$ cat config.mk
export PLATFORM = sky130hd
export DESIGN_NAME = pwm_timer
export DESIGN_NICKNAME = d
export VERILOG_FILES = /design/src/rtl/pwm_pkg.sv /design/src/rtl/pwm_prescaler.sv /design/src/rtl/pwm_regs.sv /design/src/rtl/pwm_counter.sv /design/src/rtl/pwm_compare.sv /design/src/rtl/pwm_timer.sv
export SDC_FILE = /design/constraint.sdc
export NUM_CORES = 1
export LEC_CHECK = 0
export ABC_AREA = 1
export BUFFER_PORTS_ARGS = -buffer_cell sky130_fd_sc_hd__buf_2
export CAP_MARGIN = 15
export CORE_MARGIN = 1.5
export CORE_UTILIZATION = 40
export CTS_CLUSTER_SIZE = 12
export DETAILED_ROUTE_END_ITERATION = 10
export SLEW_MARGIN = 25
export SYNTH_ARGS = -nofsm -noshare
export SYNTH_HDL_FRONTEND = slang
export SYNTH_HIERARCHICAL = 1
export SYNTH_SLANG_ARGS = --single-unit
$ cat constraint.sdc
create_clock -name clk -period 8.4 [get_ports clk]
set_input_delay 0.84 -clock clk [delete_from_list [all_inputs] [get_ports clk]]
set_output_delay 0.84 -clock clk [all_outputs]
set_load 0.02 [all_outputs]
$ cat src/rtl/pwm_pkg.sv
package pwm_pkg;

    typedef enum logic [1:0] {
        MODE_OFF   = 2'd0,
        MODE_FAST  = 2'd1,
        MODE_PHASE = 2'd2,
        MODE_PFC   = 2'd3
    } pwm_mode_e;

    typedef enum logic [1:0] {
        ST_HALT = 2'd0,
        ST_UP   = 2'd1,
        ST_DOWN = 2'd2
    } cnt_state_e;

    localparam logic [1:0] ADDR_CTRL = 2'd0;
    localparam logic [1:0] ADDR_CMP  = 2'd1;
    localparam logic [1:0] ADDR_PER  = 2'd2;

    localparam logic [1:0] TSEL_8B  = 2'd0;
    localparam logic [1:0] TSEL_9B  = 2'd1;
    localparam logic [1:0] TSEL_10B = 2'd2;
    localparam logic [1:0] TSEL_REG = 2'd3;

endpackage

$ cat src/rtl/pwm_prescaler.sv
module pwm_prescaler #(
    parameter int PRE_W = 10
) (
    input  logic       clk,
    input  logic       rst_n,
    input  logic       run,
    input  logic [2:0] sel,
    output logic       tick
);

    localparam logic [PRE_W-1:0] LIM_1    = PRE_W'(0);
    localparam logic [PRE_W-1:0] LIM_8    = PRE_W'(7);
    localparam logic [PRE_W-1:0] LIM_64   = PRE_W'(63);
    localparam logic [PRE_W-1:0] LIM_256  = PRE_W'(255);
    localparam logic [PRE_W-1:0] LIM_1024 = PRE_W'(1023);

    logic [PRE_W-1:0] pre_cnt;
    logic [PRE_W-1:0] limit;

    always_comb begin
        unique case (sel)
            3'd0:    limit = LIM_1;
            3'd1:    limit = LIM_8;
            3'd2:    limit = LIM_64;
            3'd3:    limit = LIM_256;
            default: limit = LIM_1024;
        endcase
    end

    always_ff @(posedge clk) begin
        if (!rst_n) begin
            pre_cnt <= '0;
        end else if (!run || (pre_cnt >= limit)) begin
            pre_cnt <= '0;
        end else begin
            pre_cnt <= pre_cnt + PRE_W'(1);
        end
    end

    assign tick = run && (pre_cnt >= limit);

    AST_PRESCALE_GAP: assert property (@(posedge clk) disable iff (!rst_n)
        (tick && sel != 3'd0) |=> (!tick || sel == 3'd0));

endmodule

$ cat src/rtl/pwm_regs.sv
module pwm_regs
    import pwm_pkg::*;
#(
    parameter int CNT_W = 16
) (
    input  logic             clk,
    input  logic             rst_n,
    input  logic             wr_en,
    input  logic [1:0]       wr_addr,
    input  logic [CNT_W-1:0] wr_data,
    input  logic             load_act,
    output pwm_mode_e        mode,
    output logic [1:0]       top_sel,
    output logic [2:0]       pre_sel,
    output logic [CNT_W-1:0] cmp_act,
    output logic [CNT_W-1:0] per_sh,
    output logic [CNT_W-1:0] per_act,
    output logic             restart
);

    logic [CNT_W-1:0] cmp_sh;

    assign restart = wr_en && (wr_addr == ADDR_CTRL);

    // control fields and shadow copies
    always_ff @(posedge clk) begin
        if (!rst_n) begin
            mode    <= MODE_OFF;
            top_sel <= TSEL_8B;
            pre_sel <= 3'd0;
            cmp_sh  <= '0;
            per_sh  <= '0;
        end else if (wr_en) begin
            unique case (wr_addr)
                ADDR_CTRL: begin
                    mode    <= pwm_mode_e'(wr_data[1:0]);
                    top_sel <= wr_data[3:2];
                    pre_sel <= wr_data[6:4];
                end
                ADDR_CMP: cmp_sh <= wr_data;
                ADDR_PER: per_sh <= wr_data;
                default: ;
            endcase
        end
    end

    // active copies: loaded at a restart or a period boundary
    always_ff @(posedge clk) begin
        if (!rst_n) begin
            cmp_act <= '0;
            per_act <= '0;
        end else if (restart || load_act) begin
            cmp_act <= cmp_sh;
            per_act <= per_sh;
        end
    end

endmodule

$ cat src/rtl/pwm_counter.sv
module pwm_counter
    import pwm_pkg::*;
#(
    parameter int CNT_W = 16
) (
    input  logic             clk,
    input  logic             rst_n,
    input  pwm_mode_e        mode,
    input  logic             restart,
    input  logic             tick,
    input  logic [CNT_W-1:0] top,
    output logic [CNT_W-1:0] cnt,
    output cnt_state_e       state,
    output logic             evt,
    output logic             ovf
);

    localparam logic [CNT_W-1:0] ONE = CNT_W'(1);

    cnt_state_e       st_n;
    logic [CNT_W-1:0] cnt_n;
    logic             dual;
    logic             at_top;

    assign dual   = (mode == MODE_PHASE) || (mode == MODE_PFC);
    assign at_top = (cnt >= top);

    // state register
    always_ff @(posedge clk) begin
        if (!rst_n) begin
            state <= ST_HALT;
            cnt   <= '0;
            ovf   <= 1'b0;
        end else begin
            state <= st_n;
            cnt   <= cnt_n;
            ovf   <= evt;
        end
    end

    // next state and count
    always_comb begin
        st_n  = state;
        cnt_n = cnt;
        if (mode == MODE_OFF) begin
            st_n  = ST_HALT;
            cnt_n = '0;
        end else if (restart) begin
            st_n  = ST_UP;
            cnt_n = '0;
        end else begin
            unique case (state)
                ST_HALT: begin
                    st_n  = ST_UP;
                    cnt_n = '0;
                end
                ST_UP: begin
                    if (tick) begin
                        if (at_top) begin
                            if (!dual || top == '0) begin
                                cnt_n = '0;
                            end else begin
                                cnt_n = top - ONE;
                                st_n  = (top == ONE) ? ST_UP : ST_DOWN;
                            end
                        end else begin
                            cnt_n = cnt + ONE;
                        end
                    end
                end
                ST_DOWN: begin
                    if (tick) begin
                        if (cnt <= ONE) begin
                            cnt_n = '0;
                            st_n  = ST_UP;
                        end else begin
                            cnt_n = cnt - ONE;
                        end
                    end
                end
                default: begin
                    st_n  = ST_HALT;
                    cnt_n = '0;
                end
            endcase
        end
    end

    // period boundary event: fast wrap or dual-slope bottom
    always_comb begin
        evt = 1'b0;
        if (tick) begin
            if (state == ST_UP && at_top) begin
                evt = (mode == MODE_FAST) || (dual && top == ONE);
            end else if (state == ST_DOWN && cnt <= ONE) begin
                evt = 1'b1;
            end
        end
    end

    AST_SINGLE_SLOPE: assert property (@(posedge clk) disable iff (!rst_n)
        (state == ST_DOWN) |-> dual);

    AST_OVF_AT_ZERO: assert property (@(posedge clk) disable iff (!rst_n)
        ovf |-> (cnt == '0));

    AST_OFF_HALTS: assert property (@(posedge clk) disable iff (!rst_n)
        (mode == MODE_OFF) |=> (state == ST_HALT && !ovf));

endmodule

$ cat src/rtl/pwm_compare.sv
module pwm_compare #(
    parameter int CNT_W = 16
) (
    input  logic             run,
    input  logic [CNT_W-1:0] cnt,
    input  logic [CNT_W-1:0] cmp,
    input  logic [CNT_W-1:0] top,
    output logic             pwm
);

    logic saturated;
    logic below;

    assign saturated = (cmp >= top);
    assign below     = (cnt < cmp);
    assign pwm       = run && (cmp != '0) && (saturated || below);

endmodule

$ cat src/rtl/pwm_timer.sv
module pwm_timer
    import pwm_pkg::*;
#(
    parameter int CNT_W = 16,
    parameter int PRE_W = 10
) (
    input  logic             clk,
    input  logic             rst_n,
    input  logic             wr_en,
    input  logic [1:0]       wr_addr,
    input  logic [CNT_W-1:0] wr_data,
    output logic             pwm_out,
    output logic             ovf_pulse
);

    localparam logic [CNT_W-1:0] TOP_8B  = CNT_W'(16'h00FF);
    localparam logic [CNT_W-1:0] TOP_9B  = CNT_W'(16'h01FF);
    localparam logic [CNT_W-1:0] TOP_10B = CNT_W'(16'h03FF);

    pwm_mode_e        mode;
    logic [1:0]       top_sel;
    logic [2:0]       pre_sel;
    logic [CNT_W-1:0] cmp_act;
    logic [CNT_W-1:0] per_sh;
    logic [CNT_W-1:0] per_act;
    logic             restart;
    logic             tick;
    logic             evt;
    logic [CNT_W-1:0] cnt;
    logic [CNT_W-1:0] top_eff;
    cnt_state_e       state;
    logic             run_pre;

    assign run_pre = (mode != MODE_OFF) && !restart;

    pwm_regs #(.CNT_W(CNT_W)) u_regs (
        .clk      (clk),
        .rst_n    (rst_n),
        .wr_en    (wr_en),
        .wr_addr  (wr_addr),
        .wr_data  (wr_data),
        .load_act (evt),
        .mode     (mode),
        .top_sel  (top_sel),
        .pre_sel  (pre_sel),
        .cmp_act  (cmp_act),
        .per_sh   (per_sh),
        .per_act  (per_act),
        .restart  (restart)
    );

    pwm_prescaler #(.PRE_W(PRE_W)) u_pre (
        .clk   (clk),
        .rst_n (rst_n),
        .run   (run_pre),
        .sel   (pre_sel),
        .tick  (tick)
    );

    // TOP resolution: buffered period only in phase-and-frequency-correct mode
    always_comb begin
        unique case (top_sel)
            TSEL_8B:  top_eff = TOP_8B;
            TSEL_9B:  top_eff = TOP_9B;
            TSEL_10B: top_eff = TOP_10B;
            default:  top_eff = (mode == MODE_PFC) ? per_act : per_sh;
        endcase
    end

    pwm_counter #(.CNT_W(CNT_W)) u_cnt (
        .clk     (clk),
        .rst_n   (rst_n),
        .mode    (mode),
        .restart (restart),
        .tick    (tick),
        .top     (top_eff),
        .cnt     (cnt),
        .state   (state),
        .evt     (evt),
        .ovf     (ovf_pulse)
    );

    pwm_compare #(.CNT_W(CNT_W)) u_cmp (
        .run (state != ST_HALT),
        .cnt (cnt),
        .cmp (cmp_act),
        .top (top_eff),
        .pwm (pwm_out)
    );

    AST_HALT_LOW: assert property (@(posedge clk) disable iff (!rst_n)
        (state == ST_HALT) |-> !pwm_out);

    AST_CMP_AT_BOUNDARY: assert property (@(posedge clk) disable iff (!rst_n)
        !$stable(cmp_act) |-> (cnt == '0));

    AST_PFC_TOP_AT_BOTTOM: assert property (@(posedge clk) disable iff (!rst_n)
        (mode == MODE_PFC && !$stable(top_eff)) |-> (cnt == '0));

    AST_PFC_BOUND: assert property (@(posedge clk) disable iff (!rst_n)
        (mode == MODE_PFC && state != ST_HALT) |-> (cnt <= top_eff));

endmodule

==> summary.md, run 1 <==
| Metric | Value |
|---|---|
| Clock power share | `40.5%` |
| Ys Warns | `6` |
| Setup crit end kind | `register` |
| Asr flop ratio synth | `0%` |
| Power per cell area | `around 130 nW/um2` |
| Slew @ Worst Pin | `0.839 ns` |
| Share of layout cells above drive strength 1 | `between 7 and 8%` |
| Worst Path Required | `8.66 ns` |
| Outcome | `finished clean` |
| Setup Skew | `about 0.013 ns` |
| Fin cells | `approximately 1,500` |
| Reg clk slew, reported paths | `~0.080 ns` |
| Register bit count reported by yosys | `100` |
| Slew Viols, Final | `0` |
| Die Area | `around 20,000 um2` |
| Synth Cell Area | `7760 um2` |
| Max-slew headroom | `around 44%` |
| RD Place Congestion | `about 0.85` |
| Filler cell count | `roughly 2,100` |
| FMAX | `211 MHz` |
| Critical path class | `reg2reg` |
| Final Power | `around 1.1 mW` |
| Total track usage | `between 20 and 25%` |
| Layout Nets | `~1,300` |
| Gate Count Post-Synth | `around 1,200` |
| Hold crit path type | `reg2reg` |
| Logic pwr share | `12.4%` |
| Worst R2R Setup Slack | `roughly 3.7 ns` |
| Setup Buffers After CTS | `0` |
| Final hold vios | `0` |
| # resized after CTS | `0` |
| NetSw | `around 0.33 mW` |
| Final HPWL DP | `around 14 mm` |
| Worst-path maximum fanout | `64` |
| Fin crit share | `56.5%` |
| Avg Vias per Cell | `around 4.9` |
| Cts hold-fix bufs | `0` |
| Reg area | `2000 um2` |
| I/O Pins | `23` |
| Area grow syn2layout | `5.26%` |
| Root buf cell | `clkbuf_16` |
| Routed len/inst | `around 13 um` |
| Initial antenna violation count | `0` |
| Worst-skew pair later-pin latency | `approximately 0.36 ns` |
| Placed cells | `between 1,000 and 1,500` |
| Grt total ovfl | `0` |
| Post-synthesis cell type count | `43` |
| Area occupied by multi-input gates | `around 4700 um2` |
| Deepest clock path buffer count | `2` |
| Post-route antenna net violation count | `0` |
| Vias in the first global route | `6,491` |
| RSZ-0062 raised after global routing | `false` |
| First-pass GRT wire length | `roughly 33 mm` |
| Post-synth EDFFs | `0` |
| Die Y-Extent | `142 um` |
| Final setup fails | `0` |
| Peak VDD IR | `~0.000088 V` |
| Diode count | `0` |
| Sequential Power Share | `47.1%` |
| Total of max-cap violations | `0` |
| Core area | `about 19,000 um2` |
| # port buffers | `22` |
| CTS buffer count | `9` |
| # H-tree levels | `3` |
| Post-Route Utilization | `between 40% and 50%` |
| Top_reg_cell synth | `dfxtp_1` |
| Via count | `slightly above 7,000` |
| Setup TNS | `0 ns` |
| Leakage | `around 4 nW` |
| Total routed wirelength | `~20 mm` |
| Syn_nets | `1,321` |
| Initial core utilization | `about two fifths` |
| Width of the chip | `around 140 um` |
| Largest net degree at the start of global routing | `74` |
| Pint | `0.752 mW` |
| Row count | `50` |
| Switching Share | `roughly 30%` |
| Syn Area/Cell | `6.31 um2` |
| Drt drc | `0` |
| Startpoint Class | `register` |
| Drt first pass iters | `7` |
| CTS Sinks | `100` |
| Min cycle time layout | `approximately 4.7 ns` |
| Crit path DAT | `around 5.0 ns` |
| DRT iter0 DRCs | `525` |
| CTS tree | `done` |
| Post-synthesis sequential area ratio | `about 26%` |
-- placed cells by master, fill, tap and decap left out, drive strengths merged --
cell / count
or2: 5
dfxtp: 100
nor3b: 1
nor2: 217
xnor2: 2
nand3b: 2
nand4: 27
o21bai: 3
nor3: 12
clkinvlp: 1
inv: 185
nor4: 3
ha: 70
clkinv: 5
clkbuf: 9
a21o: 1
o21a: 2
nand3: 118
xor2: 25
nand2: 287
buf: 25
o21ai: 40
a21oi: 78
-- synthesized netlist by cell type (5+ instances only) --
cell type	number	area (um2)
clkbuf_8	5	68.8
nor2_4	6	67.6
nand3_1	116	581
nor2_1	202	758
clkbuf_1	7	26.3
nand2_1	277	1040
nand4_1	26	163
dfxtp_1	100	2000
a21oi_1	74	370
o21ai_0	37	185
buf_2	20	100
ha_1	70	876
inv_1	178	668
nor2_2	9	56.3
nor3_1	8	40.0
xor2_1	25	219
nand2_2	8	50.1
buf_1	9	33.8
buf_6	8	90.1
-- final timing paths --
path                     start                end  depth (start not counted)
max reg2reg  u_regs/top_sel[0]  u_regs/cmp_act[8]                         16
min reg2reg   u_pre/pre_cnt[0]   u_pre/pre_cnt[0]                          1
max          u_regs/top_sel[0]  u_regs/cmp_act[8]                         16
min           u_pre/pre_cnt[0]   u_pre/pre_cnt[0]                          1
-- routing by layer --
metal / track usage (%) / share of wire [%] / wire, um
met5: 0 / 0 / 0
met4: 5.59 / 1.7 / 345
met3: 2.62 / 3.4 / 673
met2: 32.5 / 44 / 8750
met1: 29.4 / 51 / 10100
-- layout make-up --
type / instances / area share (%)
Clock buffer: 9 / 2.76
Clock inverter: 7 / 0.980
Inverter: 184 / 8.50
Multi-Input combinational cell: 893 / 57.7
Sequential cell: 100 / 24.5
Tap cell: 260 / 3.98
Timing Repair Buffer: 25 / 1.62
-- critical path, stage by stage (launching register included) --
cell and delay (ns):
dfxtp_1 0.37, ha_1 0.52, o21ai_0 0.17, nor2_1 0.33, inv_1 0.14, ha_1 0.30
nand4_1 0.11, nor3_1 0.15, nand2_1 0.43, nand2_2 0.43, nand2_1 0.14, o21ai_0 0.14
nand2_1 0.11, nor2_1 0.14, clkinv_2 0.64, a21oi_1 0.40, nor2_1 0.07
-- state kept, by name, indices dropped and copies added, names as in the netlist --
signal	count
u_regs/pre_sel	3
u_regs/per_act	16
u_regs/top_sel	2
u_cnt/cnt	16
u_regs/per_sh	16
u_cnt/state	2
u_pre/pre_cnt	10
u_cnt/ovf	1
u_regs/cmp_act	16
u_regs/cmp_sh	16
u_regs/mode	2
-- through the flow --
stage	hold WS, ns	cell area (um2)	setup slack [ns]
floorplan	0.440	7760	5.41
global placement	0.458	7860	3.89
detailed placement	0.464	7860	3.72
CTS	0.483	8170	3.67
global route	0.506	8170	3.01
finish	0.481	8170	3.66
-- logic make-up after synthesis --
group	synth area share [%]
and+or+nand+nor	37.9
DFF	25.8
adders and majority gates	11.3
AOI/OAI and AO/OA	8.38
buffers and inverters	13.6
xor gates and xnor gates	3.05
-- power by group through the flow --
stage	sequential, mW	clock (mW)	combinational [mW]
floorplan	0.514	0	0.106
global placement	0.520	0	0.133
detailed placement	0.520	0	0.134
CTS	0.509	0.453	0.135
global route	0.512	0.469	0.157
finish	0.509	0.437	0.135
No activity file was read; power rests on OpenSTA's default activity.
==> run 2, diff against run 1 <==
--- a/config.mk
+++ b/config.mk
@@ -5,7 +5,7 @@
 export SDC_FILE = /design/constraint.sdc
 export NUM_CORES = 1
 export LEC_CHECK = 0
-export ABC_AREA = 1
+export ABC_AREA = 0
 export BUFFER_PORTS_ARGS = -buffer_cell sky130_fd_sc_hd__buf_2
 export CAP_MARGIN = 15
 export CORE_MARGIN = 1.5
==> constraint.sdc (replaced) <==
create_clock -name clk -period 4.3 [get_ports clk]
set_input_delay 0.43 -clock clk [delete_from_list [all_inputs] [get_ports clk]]
set_output_delay 0.43 -clock clk [all_outputs]
set_load 0.02 [all_outputs]
==> summary.md, run 2 <==
| Metric | Value |
|---|---|
| Worst Path Required | `between 4 and 5 ns` |
| Core area | `~17,000 um2` |
| RD Place Congestion | `0.866` |
| I/O Pins | `23` |
| Initial core utilization | `between 40% and 50%` |
| Slew Viols, Final | `0` |
| Setup Skew | `about 0.008 ns` |
| Drt first pass iters | `4` |
| Sequential Power Share | `48.6%` |
| Final setup fails | `0` |
| Yosys top cell area share | `between 20 and 30%` |
| Peak VDD IR | `0.000241 V` |
| Synth Cell Area | `around 7000 um2` |
| Syn Area/Cell | `just over 8 um2` |
| Setup TNS | `0 ns` |
| Avg Vias per Cell | `5.49` |
| Synth area leaders | `dfxtp_1 (29%), ha_1 (13%), nand2_1 (8.8%)` |
| # resized after CTS | `0` |
| Width of the chip | `around 140 um` |
| Via count | `around 6,000` |
| Leakage | `about 3.3 nW` |
| Power per cell area | `around 260 nW/um2` |
| Synth top cells by count | `nand2_1 (163), dfxtp_1 (100), ha_1 (70), inv_1 (62)` |
| Outcome | `finished clean` |
| Post-synth EDFFs | `0` |
| Post-place instance area | `approximately 7400 um2` |
| Crit path DAT | `between 4 and 5 ns` |
| CTS buffer count | `9` |
| Final HPWL DP | `13.6 mm` |
| Setup crit end kind | `register` |
| Post-synthesis cell type count | `77` |
| Total track usage | `approximately a fifth` |
| Area leader, netlist | `dfxtp_1` |
| Diode count | `0` |
| Initial antenna violation count | `0` |
| Die Y-Extent | `135 um` |
| NetSw | `roughly 0.54 mW` |
| Root buf cell | `clkbuf_16` |
| Most common cell in the netlist | `nand2_1` |
| Syn_nets | `951` |
| Pint | `1.42 mW` |
| Largest net degree at the start of global routing | `~110` |
| Drt drc | `0` |
| Post-route antenna net violation count | `0` |
| FMAX | `259 MHz` |
| DRT iter0 DRCs | `approximately 290` |
| Logic pwr share | `under 10%` |
| Setup Buffers After CTS | `0` |
| Commonest non-fill, non-tap cell in the layout | `nand2_1` |
| Final hold vios | `0` |
| Switching Share | `27.7%` |
| Layout Nets | `between 900 and 1,000` |
| Vias in the first global route | `between 5,000 and 6,000` |
| Register bit count reported by yosys | `100` |
| Clock power share | `between 40% and 50%` |
| # port buffers | `22` |
| Fin crit share | `about 90%` |
| Final Instance Area | `around 7700 um2` |
| First-pass GRT wire length | `roughly 30 mm` |
| Startpoint Class | `register` |
| Reg clk slew, reported paths | `around 0.080 ns` |
| Share of layout cells above drive strength 1 | `under 10%` |
| CTS Sinks | `100` |
| Critical path class | `reg2reg` |
| CTS tree | `done` |
| Cts hold-fix bufs | `0` |
| Area grow syn2layout | `9.92%` |
| Total of max-cap violations | `0` |
| Slew @ Worst Pin | `0.926 ns` |
| # H-tree levels | `3` |
| Commonest cells after routing, fill and taps aside | `nand2_1 (163), dfxtp_1 (100), ha_1 (70), inv_1 (62)` |
| Min cycle time layout | `between 3 and 4 ns` |
| Worst-skew pair later-pin latency | `approximately 0.36 ns` |
| Die Area | `about 18,000 um2` |
| Gate Count Post-Synth | `860` |
| Grt total ovfl | `0` |
| Asr flop ratio synth | `0%` |
| Routed len/inst | `between 15 and 20 um` |
| Hold crit path type | `in2reg` |
| Total routed wirelength | `18.4 mm` |
| Row count | `48` |
| RSZ-0062 raised after global routing | `false` |
| Post-synthesis sequential area ratio | `roughly 29%` |
| Ys Warns | `6` |
| Deepest clock path buffer count | `2` |
| Worst-path maximum fanout | `17` |
| Top_reg_cell synth | `dfxtp_1` |
| Max-slew headroom | `between 30% and 40%` |
## run 2: logic make-up (layout without fill, tap and decap cells)
kind of cell               count (synthesis)  count (layout)  share of synthesized area, %
DFF                                      100             100                          28.7
AOI/OAI and AO/OA                        177             177                          18.4
adders and majority gates                 70              70                          12.6
and+or+nand+nor                          342             342                          24.4
xor gates and xnor gates                  26              26                          3.26
buffers and inverters                    104             129                          6.81
muxes                                     41              41                          5.90
## run 2: final cells by class
class / instances / area [um2]
clock buffers: 9 / 225
clock inverters: 7 / 83.8
fillers: 1814 / 9510
inverters: 63 / 236
multi-input cells: 656 / 4500
flip-flops and latches: 100 / 2000
well taps: 225 / 282
repair buffers: 50 / 340
## run 2: per-stage QoR
| step | util [%] | setup slack, ns | hold slack, ns | power [mW] | std cells |
|---|---|---|---|---|---|
| final | 44.6 | 0.443 | 0.314 | 1.96 | 1110 |
| after global routing | 44.6 | 0.181 | 0.314 | 2.03 | 1110 |
| after CTS | 44.6 | 0.452 | 0.304 | 1.98 | 1110 |
| after detailed placement | 42.8 | 0.469 | 0.446 | 1.12 | 1094 |
| after global placement | 42.7 | 0.392 | 0.441 | 1.12 | 1093 |
| after floorplan | - | 1.00 | 0.434 | 1.07 | 860 |
## run 2: worst max-delay path, stage by stage, from the launching register on
cell and delay (ns):
dfxtp_1 0.37, ha_1 0.40, o21a_1 0.28, inv_1 0.08, ha_1 0.30, nand4_1 0.15, nor2_1 0.19, or4b_1 0.49
nand3_1 0.14, nand2_1 0.07, mux2_2 0.24, nor2b_1 0.06, nor2_4 0.56, buf_16 0.24, mux2i_1 0.19
## run 2: path summary, 6_finish.rpt
check,depth (start not counted),slack (ns),start,to
min reg2reg,2,0.45,u_regs/per_act[1],u_regs/per_act[1]
min,3,0.31,wr_data[7],u_regs/cmp_sh[7]
max reg2reg,14,0.44,u_regs/top_sel[1],u_regs/cmp_act[11]
max,14,0.44,u_regs/top_sel[1],u_regs/cmp_act[11]
## run 2: per-layer routing
layer / vias to the layer above / GRT usage, % / part of all wire (%)
li1: 3064 / - / -
met1: 2905 / 30.0 / 51
met2: 108 / 32.5 / 45
met3: 13 / 2.29 / 2.9
met4: 0 / 6.03 / 1.1
met5: - / 0 / 0
## run 2: power by group through the flow
stage	Combinational, mW	Clock (mW)	Sequential, mW
after global placement	0.144	0	0.973
final	0.147	0.861	0.952
after detailed placement	0.146	0	0.974
after global routing	0.163	0.917	0.954
after CTS	0.147	0.880	0.952
after floorplan	0.104	0	0.970
==> run 3, diff against run 2 <==
--- a/config.mk
+++ b/config.mk
@@ -12,6 +12,7 @@
 export CORE_UTILIZATION = 40
 export CTS_CLUSTER_SIZE = 12
 export DETAILED_ROUTE_END_ITERATION = 10
+export MAX_ROUTING_LAYER = met4
 export SLEW_MARGIN = 25
 export SYNTH_ARGS = -nofsm -noshare
 export SYNTH_HDL_FRONTEND = slang
==> summary.md, run 3 (synthesis results as in run 2) <==
| Metric | Value |
|---|---|
| Share of layout cells above drive strength 1 | `about a tenth` |
| Hold crit path type | `in2reg` |
| Sequential Power Share | `48.5%` |
| Slew @ Worst Pin | `slightly above 0.9 ns` |
| Diode count | `0` |
| Min cycle time layout | `between 3 and 4 ns` |
| # port buffers | `22` |
| Total routed wirelength | `between 15 and 20 mm` |
| Die Area | `around 18,000 um2` |
| Slew Viols, Final | `0` |
| Routing usage on met1 | `around 30%` |
| Power per cell area | `~260 nW/um2` |
| Max-slew headroom | `37.6%` |
| Initial core utilization | `slightly above 40%` |
| Setup Buffers After CTS | `0` |
| Hold slack | `0.310 ns` |
| Startpoint Class | `register` |
| Setup TNS | `0 ns` |
| # H-tree levels | `3` |
| Met3 usage | `between 2 and 2.5%` |
| Switching Share | `between 20% and 30%` |
| Final setup fails | `0` |
| CTS buffer count | `9` |
| Routed len/inst | `16.6 um` |
| Final HPWL DP | `~14 mm` |
| Total of max-cap violations | `0` |
| First-pass GRT wire length | `about 30 mm` |
| Pint | `about 1.4 mW` |
| I/O Pins | `23` |
| NetSw | `roughly 0.54 mW` |
| Total track usage | `a little over a fifth` |
| Initial antenna violation count | `0` |
| Grt total ovfl | `0` |
| Leakage | `between 3 and 4 nW` |
| Crit-path slowest cell | `nor2_4` |
| Peak VDD IR | `between 0.0002 and 0.00025 V` |
| Row count | `48` |
| Largest stage delay on the critical path | `between 0.5 and 0.6 ns` |
| Largest net degree at the start of global routing | `106` |
| Critical path class | `reg2reg` |
| GR Util met2 | `around a third` |
| Post-route antenna net violation count | `0` |
| Worst Path Required | `~4.6 ns` |
| Clock power share | `around 44%` |
| Most common cell on crit path | `ha_1` |
| Filler cell count | `about 1,800` |
| Commonest non-fill, non-tap cell in the layout | `nand2_1` |
| CTS tree | `done` |
| Commonest cells after routing, fill and taps aside | `nand2_1 (163), dfxtp_1 (100), ha_1 (70), inv_1 (62)` |
| CTS Sinks | `100` |
| DRT iter0 DRCs | `355` |
| FMAX | `around 260 MHz` |
| Drt drc | `0` |
| Final hold vios | `0` |
| Layout Nets | `between 900 and 1,000` |
| Busiest grt layer | `met2` |
| RSZ-0062 raised after global routing | `false` |
| Drt first pass iters | `4` |
| Setup crit end kind | `register` |
| Via count | `roughly 6,000` |
| Worst-path maximum fanout | `17` |
| Root buf cell | `clkbuf_16` |
| Area grow syn2layout | `9.92%` |
| Deepest clock path buffer count | `2` |
| RD Place Congestion | `0.880` |
| Cell chain of the critical path | `ha_1, o21a_1, inv_1, ha_1, nand4_1, nor2_1, or4b_1, nand3_1, nand2_1, mux2_2, nor2b_1, nor2_4, buf_16, mux2i_1` |
| Cts hold-fix bufs | `0` |
| Width of the chip | `between 100 and 150 um` |
| Crit path DAT | `roughly 4.2 ns` |
| Fin crit share | `89.7%` |
| Setup Skew | `roughly 0.009 ns` |
| Core area | `around 17,000 um2` |
| Worst-skew pair later-pin latency | `0.36 ns` |
| Outcome | `finished clean` |
| Reg clk slew, reported paths | `about 0.090 ns` |
| Vias in the first global route | `roughly 5,600` |
| # resized after CTS | `0` |
| Avg Vias per Cell | `5.44` |
| Die Y-Extent | `around 140 um` |
| Logic pwr share | `about 7.5%` |
==> run 3: cell counts in the layout (fill, tap and decap cells not counted) <==
Identical to the previous run, type by type.
==> run 3: path summary, 6_finish.rpt <==
| check | cells after the start | slack (ns) | to | from |
|---|---|---|---|---|
| worst max-delay path | 14 | 0.44 | u_regs/cmp_act[8] | u_regs/top_sel[1] |
| worst min register to register | 2 | 0.46 | u_regs/per_act[1] | u_regs/per_act[1] |
| worst max register to register | 14 | 0.44 | u_regs/cmp_act[8] | u_regs/top_sel[1] |
| worst min-delay path | 3 | 0.31 | u_regs/cmp_sh[12] | wr_data[12] |
==> run 3: layer usage <==
layer  part of all wire (%)  wire length [um]  vias to the layer above
li1                       -                 -                     3071
met1                     51              9440                     2854
met2                     45              8310                       96
met3                    2.8               515                       13
met4                    1.0               193                        0
met5                      0                 0                        -
==> run 3: area by class of cell <==
cell class / count / area (um2) / share of cell area (%)
flip-flops and latches: 100 / 2000 / 26.1
well taps: 225 / 282 / 3.67
clock buffers: 9 / 225 / 2.94
repair buffers: 50 / 340 / 4.44
clock inverters: 7 / 83.8 / 1.09
multi-input cells: 656 / 4500 / 58.7
inverters: 63 / 236 / 3.08
==> run 3: critical path, delay by kind of cell (launching register included) <==
kind	cells	cell delay, ns
AOI/OAI and AO/OA	1	0.28
adders and majority gates	2	0.70
muxes	2	0.45
buffers and inverters	2	0.33
DFF	1	0.37
and+or+nand+nor	7	1.67
==> run 3: through the flow <==
step | setup slack [ns] | util (%) | cell area, um2 | cells | power, mW
2_1_floorplan | 1.00 | - | 6980 | 860 | 1.07
3_3_place_gp | 0.392 | 42.7 | 7330 | 1093 | 1.12
3_5_place_dp | 0.469 | 42.8 | 7360 | 1094 | 1.12
4_1_cts | 0.452 | 44.6 | 7670 | 1110 | 1.98
5_1_grt | 0.181 | 44.6 | 7670 | 1110 | 2.03
6_report | 0.444 | 44.6 | 7670 | 1110 | 1.96
==> run 3: power by group through the flow <==
stage,Sequential (mW),Combinational (mW),Clock (mW)
2_1_floorplan,0.970,0.104,0
3_3_place_gp,0.973,0.144,0
3_5_place_dp,0.974,0.146,0
4_1_cts,0.952,0.147,0.880
5_1_grt,0.954,0.163,0.914
6_report,0.952,0.147,0.862
